### src/rtl/ptw_pkg.sv
package ptw_pkg;
  typedef enum logic [1:0] {
    ST_IDLE,
    ST_REQ,
    ST_WAIT,
    ST_RESP
  } walk_state_e;

  localparam logic LVL_OUTER = 1'b0;
  localparam logic LVL_INNER = 1'b1;
endpackage

### src/rtl/ptw_index_pick.sv
// Selects one table index field out of a virtual address.
module ptw_index_pick #(
  parameter int VA_W  = 32,
  parameter int OFF_W = 12,
  parameter int IDX_W = 10,
  parameter int LEVEL = 0   // 0 = field just above the offset
) (
  input  logic [VA_W-1:0]  vaddr_i,
  output logic [IDX_W-1:0] idx_o
);
  localparam int LSB = OFF_W + LEVEL * IDX_W;

  assign idx_o = vaddr_i[LSB +: IDX_W];

  wire unused_va = ^vaddr_i;
endmodule

### src/rtl/ptw_entry_addr.sv
// Byte address of an entry: aligned table base plus index scaled by entry size.
module ptw_entry_addr #(
  parameter int PA_W   = 32,
  parameter int OFF_W  = 12,
  parameter int IDX_W  = 10,
  parameter int PTE_LG = 2
) (
  input  logic [PA_W-OFF_W-1:0] frame_i,
  input  logic [IDX_W-1:0]      idx_i,
  output logic [PA_W-1:0]       addr_o
);
  assign addr_o = {frame_i, {OFF_W{1'b0}}} + (PA_W'(idx_i) << PTE_LG);
endmodule

### src/rtl/ptw_pte_decode.sv
// Splits a table entry into its present flag and frame field.
module ptw_pte_decode #(
  parameter int PA_W  = 32,
  parameter int OFF_W = 12
) (
  input  logic [PA_W-1:0]       pte_i,
  output logic                  present_o,
  output logic [PA_W-OFF_W-1:0] frame_o
);
  assign present_o = pte_i[0];
  assign frame_o   = pte_i[PA_W-1:OFF_W];

  wire unused_flags = ^pte_i[OFF_W-1:1];
endmodule

### src/rtl/ptw_top.sv
module ptw_top
  import ptw_pkg::*;
#(
  parameter int VA_W   = 32,
  parameter int PA_W   = 32,
  parameter int OFF_W  = 12,
  parameter int IDX_W  = 10,
  parameter int PTE_LG = 2
) (
  input  logic            clk,
  input  logic            rst,
  input  logic            req_valid,
  output logic            req_ready,
  input  logic [VA_W-1:0] req_vaddr,
  input  logic [PA_W-1:0] root_addr,
  output logic            mem_req_valid,
  input  logic            mem_req_ready,
  output logic [PA_W-1:0] mem_req_addr,
  input  logic            mem_rsp_valid,
  input  logic [PA_W-1:0] mem_rsp_data,
  output logic            resp_valid,
  input  logic            resp_ready,
  output logic            resp_fault,
  output logic            resp_level,
  output logic [PA_W-1:0] resp_paddr,
  output logic [VA_W-1:0] resp_vaddr
);
  localparam int FRAME_W = PA_W - OFF_W;
  localparam int NLEVELS = 2;

  walk_state_e            state_q;
  logic                   lvl_q;
  logic [VA_W-1:0]        vaddr_q;

  // Index fields: level 1 comes from the live request, level 0 from the latched address
  logic [IDX_W-1:0] idx_outer, idx_inner;
  logic [VA_W-1:0]  idx_src [NLEVELS];
  logic [IDX_W-1:0] idx_out [NLEVELS];
  assign idx_src[0] = vaddr_q;
  assign idx_src[1] = req_vaddr;

  for (genvar g = 0; g < NLEVELS; g++) begin : g_idx
    ptw_index_pick #(.VA_W(VA_W), .OFF_W(OFF_W), .IDX_W(IDX_W), .LEVEL(g)) u_pick (
      .vaddr_i(idx_src[g]),
      .idx_o  (idx_out[g])
    );
  end
  assign idx_inner = idx_out[0];
  assign idx_outer = idx_out[1];

  // Entry decode of the returned word
  logic               pte_present;
  logic [FRAME_W-1:0] pte_frame;
  ptw_pte_decode #(.PA_W(PA_W), .OFF_W(OFF_W)) u_dec (
    .pte_i    (mem_rsp_data),
    .present_o(pte_present),
    .frame_o  (pte_frame)
  );

  // Entry addresses for both levels
  logic [PA_W-1:0] outer_addr, inner_addr;
  ptw_entry_addr #(.PA_W(PA_W), .OFF_W(OFF_W), .IDX_W(IDX_W), .PTE_LG(PTE_LG)) u_oaddr (
    .frame_i(root_addr[PA_W-1:OFF_W]),
    .idx_i  (idx_outer),
    .addr_o (outer_addr)
  );
  ptw_entry_addr #(.PA_W(PA_W), .OFF_W(OFF_W), .IDX_W(IDX_W), .PTE_LG(PTE_LG)) u_iaddr (
    .frame_i(pte_frame),
    .idx_i  (idx_inner),
    .addr_o (inner_addr)
  );

  wire unused_root = ^root_addr[OFF_W-1:0];

  always_ff @(posedge clk) begin
    if (rst) begin
      state_q       <= ST_IDLE;
      lvl_q         <= LVL_OUTER;
      vaddr_q       <= '0;
      req_ready     <= 1'b1;
      mem_req_valid <= 1'b0;
      mem_req_addr  <= '0;
      resp_valid    <= 1'b0;
      resp_fault    <= 1'b0;
      resp_level    <= 1'b0;
      resp_paddr    <= '0;
    end else begin
      unique case (state_q)
        ST_IDLE: begin
          if (req_valid) begin
            vaddr_q       <= req_vaddr;
            lvl_q         <= LVL_OUTER;
            req_ready     <= 1'b0;
            mem_req_addr  <= outer_addr;
            mem_req_valid <= 1'b1;
            state_q       <= ST_REQ;
          end
        end
        ST_REQ: begin
          if (mem_req_ready) begin
            mem_req_valid <= 1'b0;
            state_q       <= ST_WAIT;
          end
        end
        ST_WAIT: begin
          if (mem_rsp_valid) begin
            if (!pte_present) begin
              resp_valid <= 1'b1;
              resp_fault <= 1'b1;
              resp_level <= lvl_q;
              resp_paddr <= '0;
              state_q    <= ST_RESP;
            end else if (lvl_q == LVL_OUTER) begin
              lvl_q         <= LVL_INNER;
              mem_req_addr  <= inner_addr;
              mem_req_valid <= 1'b1;
              state_q       <= ST_REQ;
            end else begin
              resp_valid <= 1'b1;
              resp_fault <= 1'b0;
              resp_level <= lvl_q;
              resp_paddr <= {pte_frame, vaddr_q[OFF_W-1:0]};
              state_q    <= ST_RESP;
            end
          end
        end
        ST_RESP: begin
          if (resp_ready) begin
            resp_valid <= 1'b0;
            req_ready  <= 1'b1;
            state_q    <= ST_IDLE;
          end
        end
        default: state_q <= ST_IDLE;
      endcase
    end
  end

  assign resp_vaddr = vaddr_q;
endmodule

### config.mk
export PLATFORM = sky130hd
export DESIGN_NAME = ptw_top
export DESIGN_NICKNAME = d
export VERILOG_FILES = /design/src/rtl/ptw_pkg.sv /design/src/rtl/ptw_index_pick.sv /design/src/rtl/ptw_entry_addr.sv /design/src/rtl/ptw_pte_decode.sv /design/src/rtl/ptw_top.sv
export SDC_FILE = /design/constraint.sdc
export NUM_CORES = 1
export LEC_CHECK = 0
export ABC_AREA = 1
export ABC_CLOCK_PERIOD_IN_PS = 2680
export BUFFER_PORTS_ARGS = -buffer_cell sky130_fd_sc_hd__buf_2
export CAP_MARGIN = 20
export CORE_ASPECT_RATIO = 1.5
export CORE_MARGIN = 2
export CORE_UTILIZATION = 35
export CTS_CLUSTER_DIAMETER = 40
export DETAILED_ROUTE_END_ITERATION = 6
export SLEW_MARGIN = 0
export SYNTH_ARGS = -nofsm -noshare
export SYNTH_HDL_FRONTEND = slang
export SYNTH_SLANG_ARGS = --single-unit
### constraint.sdc
create_clock -name clk -period 2.68 [get_ports clk]
set_input_delay 0.804 -clock clk [delete_from_list [all_inputs] [get_ports clk]]
set_output_delay 0.804 -clock clk [all_outputs]
set_load 0.02 [all_outputs]
==> Word-level counts from Yosys, hierarchy flattened <==
Index checks and enable logic that the tools add are counted.
{ "totals": {"reg_bits": 104, "in_bits": 102, "out_inout_bits": 101} }
{ "op_classes": {"addsub": 2, "n_eq_ne": 11, "muxes": 34, "n_reduce_logical": 13} }
{ "op_table": {"columns": ["operator", "n"], "rows": [
  ["$mux 32", 6],
  ["$add 32x12->32", 2],
  ["$pmux 32 s2", 1],
  ["$mux 1", 16],
  ["$mux 2", 6],
  ["$ne 2x2->1 const B", 6],
  ["$reduce_and 4->1", 3],
  ["$pmux 2 s4", 1],
  ["$pmux 1 s2", 3],
  ["$reduce_and 3->1", 2],
  ["$reduce_and 6->1", 1],
  ["$reduce_bool 2->1", 3],
  ["$reduce_and 5->1", 1],
  ["$eq 2x2->1 const B", 2],
  ["$ne 3x3->1 const B", 1],
  ["$pmux 1 s3", 1],
  ["$reduce_bool 3->1", 1],
  ["$eq 2x1->1 const B", 1],
  ["$logic_not 2->1", 1],
  ["$ne 2x1->1 const B", 1],
  ["$reduce_and 2->1", 1]
]} }

==> Depth between registers and ports, before layout <==
Gate-level depths: netlist of the first run.
{ "logic_depth": {"depth_word": 5, "ltp_mapped": 9, "mapped_depth_nobuf": 8} }

==> Cells and area by module <==
A second synthesis of the first run with hierarchy kept.
{ "hier_totals": {"hier_cells": 753, "hier_area_um2": 5192.5} }
{ "by_module_without_submodules": {"columns": ["mod", "instances", "cells_each", "area_each_um2", "seq_area_each_um2"], "rows": [
  ["ptw_top", 1, 646, 4396.7, 2082.0],
  ["ptw_entry_addr", 2, 33, 244.0, 0.0],
  ["ptw_pte_decode", 1, 21, 157.7, 0.0],
  ["ptw_index_pick", 2, 10, 75.1, 0.0]
]} }

==> Worst setup path after synthesis of the first run <==
OpenSTA, ideal clock, no wires.
{ "synth_path": {"path_kind": "input -> register", "start": "input mem_rsp_data[0]", "end": "register resp_paddr[17]", "t_arrival_ns": 1.543, "required_ns": 2.610, "path_slack_ns": 1.067, "cell_stages": 7, "path_buffers": 1, "path_cell_list": "inv_1 -> nor2_1 -> nor2_2 -> nand2_2 -> buf_4 -> nand2_1 -> a21oi_1"} }
{ "synth_between": {"elab_chain_cells": 2, "word_cells_on_any_way": 3, "classes_between": "eq/ne: 1; mux: 1; reduce/logical: 1"} }
{ "synth_lines": {"columns": ["element", "line", "rtl"], "rows": [
  ["start, declared", "ptw_top.sv:20", "input logic [PA_W-1:0] mem_rsp_data,"],
  ["$ne 2x1->1 (no source line)", null, null],
  ["$reduce_and 3->1 (no source line)", null, null],
  ["end signal, assigned", "ptw_top.sv:122", "resp_paddr <= {pte_frame, vaddr_q[OFF_W-1:0]};"],
  ["end, declared", "ptw_top.sv:25", "output logic [PA_W-1:0] resp_paddr,"]
]} }
Several ways; a longest one is shown, not always the timed one.
A chain may end at the register's enable or synchronous reset.

==> Worst setup path in the final report of the first run <==
{ "layout_path": {"start": "register state_q[1]", "end": "register resp_paddr[6]"} }
{ "layout_between": {"elab_chain_cells": 2} }
{ "layout_lines": {"columns": ["element", "line", "rtl"], "rows": [
  ["start, declared", "ptw_top.sv:31", "walk_state_e state_q;"],
  ["start signal, assigned", "ptw_top.sv:77", "state_q <= ST_IDLE;"],
  ["start signal, assigned", "ptw_top.sv:96", "state_q <= ST_REQ;"],
  ["start signal, assigned", "ptw_top.sv:102", "state_q <= ST_WAIT;"],
  ["$eq 2x2->1", "ptw_top.sv:88", "unique case (state_q)"],
  ["$reduce_and 3->1 (no source line)", null, null]
]} }
No other way between the ends.

==> results of run 1 <==
==> power by group <==
part	internal [uW]	total [uW]	switching, uW
sequential	1710	1820	114
combinational	395	1230	836
clock	656	1220	559
total	2760	4270	1510
==> routing by layer <==
layer  share of wire  track usage  wire length [um]
met1            0.41        0.217              4950
met5               0            0                 0
met4          0.0070       0.0441                85
met3           0.071       0.0545               862
met2            0.52        0.336              6300
==> worst reg2reg max path, cell delays in order, from the launching register on <==
cell and delay [ns]:
dfxtp_1 0.52, nand2_4 0.36, nor2_2 0.31, nand2_2 0.44
nand2_1 0.20, a21oi_1 0.08
==> metrics by stage <==
stage          utilization  cell area [um^2]  setup WS (ns)
3_5_place_dp         0.438              5060          0.384
2_1_floorplan            -              4130           1.07
6_report             0.462              5330          0.623
4_1_cts              0.462              5330          0.630
5_1_grt              0.462              5330          0.445
3_3_place_gp         0.438              5060          0.425
==> layout make-up <==
type                            instances  area share
Sequential cell                       102       0.383
Tap cell                              150      0.0352
Clock buffer                           11      0.0455
Timing Repair Buffer                  186       0.179
Inverter                               29      0.0204
Clock inverter                          5     0.00634
Multi-Input combinational cell        412       0.331
==> cell usage after synthesis, drive strengths merged <==
master and n:
nand2 193, dfxtp 102, nor2 75, a21oi 68, o21ai 45, inv 29, buf 25, nand3 25
clkbuf 14, nor3 2, conb 1, nand3b 1, o31ai 1
==> cells in the final DEF, fill, tap and decap left out, types with 2 or more instances in the layout <==
cell | netlist | layout
nor2_2 | 3 | 3
inv_1 | 27 | 27
inv_2 | 2 | 2
clkinvlp_4 | 0 | 2
buf_2 | 13 | 177
nor2_1 | 72 | 72
dfxtp_1 | 102 | 102
conb_1 | 1 | 2
clkinv_2 | 0 | 2
buf_4 | 8 | 9
nand2_2 | 2 | 2
o21ai_0 | 44 | 44
nand2_1 | 190 | 190
nand3_1 | 25 | 25
clkbuf_16 | 0 | 9
a21oi_1 | 68 | 68
==> sequential cells by signal (all words and copies together) (netlist names) <==
signal	flops
lvl_q	1
resp_valid	1
mem_req_addr	30
resp_paddr	32
resp_vaddr	32
state_q	2
mem_req_valid	1
resp_fault	1
req_ready	1
resp_level	1
==> logic make-up after synthesis <==
group,Yosys count,share of synthesized area
flops,102,0.495
buf+inv,68,0.0785
compound gates,114,0.140
other cells,1,0.000909
simple gates,296,0.286
==> path summary, 6_finish.rpt <==
check | start | to | slack (ns) | depth (start not counted)
max | state_q[1] | resp_paddr[6] | 0.62 | 5
min | resp_paddr[8] | resp_paddr[8] | 0.46 | 2
max reg2reg | state_q[1] | resp_paddr[6] | 0.62 | 5
min reg2reg | resp_paddr[8] | resp_paddr[8] | 0.46 | 2
==> results.md, run 1 <==
- Final setup viols: 0
- Std-Cell Rows: 48
- First-pass iteration count of the detailed router: 4
- CP delay by family, top: simple AND/OR/NAND/NOR gates
- Global-route wire length before repair: 18800 um
- CTS Buf Count: 9
- N_diodes: 0
- Die Height: 137 um
- Clock Pin Slew Worst Setup and Hold Paths: 0.07 ns
- Die Wd: 92.7 um
- Multi-input gate area: 0.00176 mm^2
- Synth warn: 0
- Dpl cells: 879
- Synthesized area: 0.00413 mm^2
- Ranking of synthesized cells by area: dfxtp_1, nand2_1, a21oi_1
- Crit path largest cell delay: 0.52 ns
- Worst vdd ir: 0.000419 V
- Final hold slack: 0.460 ns
- Area share of the largest cell type after synthesis: 0.495
- DRC Markers: 0
- Via count: 4218
- Pin slew with the least headroom to its limit: 0.753 ns
- Critical path type: flip-flop to flip-flop
- Post-synthesis sequential area ratio: 0.495
- Slew Viols, Final: 0
- Remaining global-route overflow: 0
- GP Congestion: 0.849
- Post-synthesis cell count: 581
- Fillers: 1254
- WP data arrival: 2.25 ns
- Initial core utilization: 0.358
- Crit. End Element: flip-flop
- IO Pins: 203
- CTS Hold Bufs: 0
- Largest net degree at the start of global routing: 58
- Post-CTS Setup Bufs: 0
- GRT Total Usage: 0.186
- Unrepaired setup endpoints after global routing: no
- Final Power: 4270 uW
- TNS Setup: 0 ns
- Register area: 0.00204 mm^2
- Crit share post-route: 0.767
- Later-pin clock latency in the skew report: 0.33 ns
- Vias in the first global route: 3820
- Avg Cell Area, Syn: 7.10 um^2
- Fin nets: 842
- Die area: 0.0127 mm^2
- Status: finished clean
- P_leak: 0.00263 uW
- Fin cells: 895
- Post-DR vias/cell: 4.71
- Flops & latches, synth: 102
- H-tree depth: 3
- Fmax: 486 MHz
- Critical path cell sequence: nand2_4 > nor2_2 > nand2_2 > nand2_1 > a21oi_1
- CP max stage cell: dfxtp_1
- PwrDens: 801 mW/mm^2
- Worst slew margin: 0.497
- Final WL: 12200 um
- CTS Sinks: 102
- Antenna Nets Post-Route: 0
- Post-layout minimum cycle time: 2.06 ns
- Area leader, netlist: dfxtp_1
- Count of different cell masters after synthesis: 22
- Final Hold Viols: 0
- Port bufs: 177
- Clock Tree Root: clkbuf_16
- Clock Path Buffers: 2
- Resized Gates After CTS: 0
- Detail Placement HPWL: 8700 um
- First DRT Iteration DRCs: 118
- Buffers and inverters on the worst path: 0
- Core ar.: 0.0115 mm^2
- Startpoint types: flip-flop
- Drt wl/cell: 13.6 um
- CTS tree: built
- Setup Skew: 0.00556 ns
- Fraction of layout cells with a size suffix above 1: 0.283
- HP Class: flip-flop to flip-flop
- Max-cap violation count: 0
- Area Overhead vs Synth: 29.2%
- Worst Path Required: 2.87 ns
- Initial antenna violation count: 0
- CP max FO: 43
Power figures use the tool's default switching activity.
==> inputs of run 2 (changes only) <==
Settings changed: ABC_AREA 1 to 0, ABC_CLOCK_PERIOD_IN_PS 2680 to 1960.
Clock period 2.68 ns to 1.96 ns, I/O delays scaled along.
==> run 2 against run 1 <==
Combinational power is 12% lower. Final area is 8.2% higher. Worst hold slack worse by 0.0068 ns. Cell count is 7.8% lower. Largest cell class unchanged. Highest routed layer unchanged.
==> results.md, run 2 <==
- Status: finished clean
- Avg Cell Area, Syn: 8.81 um^2 (+24%)
- HP Class: flip-flop to flip-flop
- Later-pin clock latency in the skew report: 0.34 ns (about the same)
- Post-DR vias/cell: 5.14 (+9.2%)
- Fmax: 601 MHz (+24%)
- IO Pins: 203 (unchanged)
- Ranking of synthesized cells by area: dfxtp_1, a21oi_1, mux2_1
- Vias in the first global route: 4102 (+7.4%)
- Crit path largest cell delay: 0.37 ns (-0.15 ns)
- Top cells by count, synth: dfxtp_1, a21oi_1, nand2_1
- Synth warn: 0 (unchanged)
- First DRT Iteration DRCs: 146 (+24%)
- Worst setup path startpoint: state_q[1]
- Fillers: 1221 (-2.6%)
- Clock Path Buffers: 2 (unchanged)
- Fin cells: 825 (-7.8%)
- Worst vdd ir: 0.000377 V (-10%)
- Largest net degree at the start of global routing: 43 (-26%)
- Worst Reg-to-Reg Cells: 5 (unchanged)
- Drt wl/cell: 16.1 um (+18%)
- Clock Pin Slew Worst Setup and Hold Paths: 0.07 ns (about the same)
- Most frequent cells in the layout: buf_2, dfxtp_1, a21oi_1
- Worst Path Required: 2.18 ns (-0.69 ns)
- Initial core utilization: 0.357 (-0.00117)
- Clock Tree Root: clkbuf_16
- First-pass iteration count of the detailed router: 4 (unchanged)
- CTS Buf Count: 9 (unchanged)
- HP Start: resp_vaddr[25]
- Global-route wire length before repair: 20600 um (+9.5%)
- Post-synthesis cell count: 504 (-13%)
- Post-CTS Setup Bufs: 0 (unchanged)
- Std-Cell Rows: 50 (+4.2%)
- Fin nets: 765 (-9.1%)
- H-tree depth: 3 (unchanged)
- Fraction of layout cells with a size suffix above 1: 0.355 (+0.0716)
- CP max FO: 24 (-44%)
- Port bufs: 177 (unchanged)
- Flops & latches, synth: 102 (unchanged)
- Critical path type: flip-flop to flip-flop
- Core ar.: 0.0124 mm^2 (+8.0%)
- Final setup viols: 0 (unchanged)
- GRT Total Usage: 0.195 (+0.00908)
- Max-cap violation count: 0 (unchanged)
- WHS Path Cells: 2 (unchanged)
- Final Hold Viols: 0 (unchanged)
- Slew Viols, Final: 0 (unchanged)
- Antenna Nets Post-Route: 0 (unchanged)
- Die area: 0.0136 mm^2 (+7.3%)
- Critical path cell sequence: buf_4 > nand2b_4 > a21o_1 > buf_4 > a211oi_2
- Resized Gates After CTS: 0 (unchanged)
- Area leader, netlist: dfxtp_1
- Hold endpoint: resp_vaddr[25]
- Unrepaired setup endpoints after global routing: no
- DP Area: 0.00550 mm^2 (+8.8%)
- Synthesized area: 0.00444 mm^2 (+7.6%)
- Count leader, synth: dfxtp_1
- Startpoint types: flip-flop
- Final hold slack: 0.453 ns (-0.00678 ns)
- R2R Setup Slk: 0.30 ns (-0.33 ns)
- Most common cell after layout, fill and taps aside: buf_2
- Via count: 4244 (+0.62%)
- Reg2Reg Capture Point: mem_req_addr[29]
- PwrDens: 871 mW/mm^2 (+8.7%)
- Die Wd: 96.0 um (+3.6%)
- Ys flop type: dfxtp_1
- Die Height: 142 um (+3.6%)
- TNS Setup: 0 ns (unchanged)
- CTS Sinks: 102 (unchanged)
- Final Power: 5020 uW (+18%)
- Setup Skew: 0.00560 ns (+0.0000425 ns)
- CP max stage cell: dfxtp_2
- CP most frequent cell: buf_4
- DRC Markers: 0 (unchanged)
- Ys async rst share: 0 (unchanged)
- WP data arrival: 1.89 ns (-0.36 ns)
- Crit share post-route: 0.849 (+0.0817)
- Area share of the largest cell type after synthesis: 0.460 (-0.0350)
- Reg-to-reg startpoint: state_q[1]
- Initial antenna violation count: 1 (+1)
- Count of different cell masters after synthesis: 32 (+45%)
- CP delay by family, top: buffers and inverters
- Post-synth EDFFs: 0 (unchanged)
- Remaining global-route overflow: 0 (unchanged)
- CTS Hold Bufs: 0 (unchanged)
- Area Overhead vs Synth: 30.0%
- Dpl cells: 808 (-8.1%)
- Crit. End Element: flip-flop
- CTS tree: built
- Buffers and inverters on the worst path: 2 (+2)
- Final WL: 13300 um (+8.9%)
- P_leak: 0.00246 uW (-6.3%)
- GP Congestion: 0.814 (-4.1%)
- Detail Placement HPWL: 9600 um (+10%)
- Final Cell Area: 0.00577 mm^2 (+8.2%)
- Post-synthesis sequential area ratio: 0.460 (-0.0350)
- Post-layout minimum cycle time: 1.66 ns (-0.392 ns)
## run 2: where the power goes
part           switching, uW  leakage (uW)  total [uW]  internal (uW)
Sequential              80.3      0.000834        2290           2210
Combinational            668       0.00151        1080            407
Clock                    791      0.000122        1650            863
## run 2: how the worst max path moves through the flow
| stage | endpoint | slack [ns] | depth (start not counted) |
|---|---|---|---|
| global placement | mem_req_addr[17] | 0.19 | 5 |
| global route | mem_req_addr[17] | 0.19 | 5 |
| floorplan | mem_req_addr[19] | 0.49 | 3 |
| finish | mem_req_addr[29] | 0.30 | 5 |
| detailed placement | mem_req_addr[17] | 0.17 | 5 |
| CTS | mem_req_addr[29] | 0.29 | 5 |
## run 2: through the flow
step	util	worst slack, ns
floorplan	-	0.490
global placement	0.442	0.191
detailed placement	0.442	0.167
CTS	0.463	0.294
global route	0.464	0.189
finish	0.464	0.296
## run 2: layout make-up
class | instances | area, um^2 | share of cell area
Antenna cell | 1 | 2.50 | 0.000434
Clock buffer | 11 | 233 | 0.0403
Clock inverter | 5 | 36.3 | 0.00629
Inverter | 32 | 120 | 0.0208
Multi-Input combinational cell | 318 | 2020 | 0.350
Sequential cell | 102 | 2040 | 0.354
Tap cell | 156 | 195 | 0.0338
Timing Repair Buffer | 200 | 1120 | 0.195
## run 2: worst register-to-register path, delay by kind of cell (launching register included)
family,cells,cell delay [ns]
simple gates,1,0.34
compound gates,2,0.30
buf+inv,2,0.54
flops,1,0.37
## run 2: per-layer routing
layer,share of wire,vias up,global-route usage
li1,-,2069,-
met1,0.39,2002,0.219
met2,0.51,148,0.341
met3,0.071,25,0.0556
met4,0.028,0,0.0797
met5,0,-,0
## run 2: cell families after synthesis
kind of cell / Yosys count / synth area share
AOI/OAI and AO/OA: 171 / 0.254
buffers and inverters: 85 / 0.0882
DFF: 102 / 0.460
muxes: 33 / 0.0828
other: 1 / 0.000844
and+or+nand+nor: 112 / 0.115
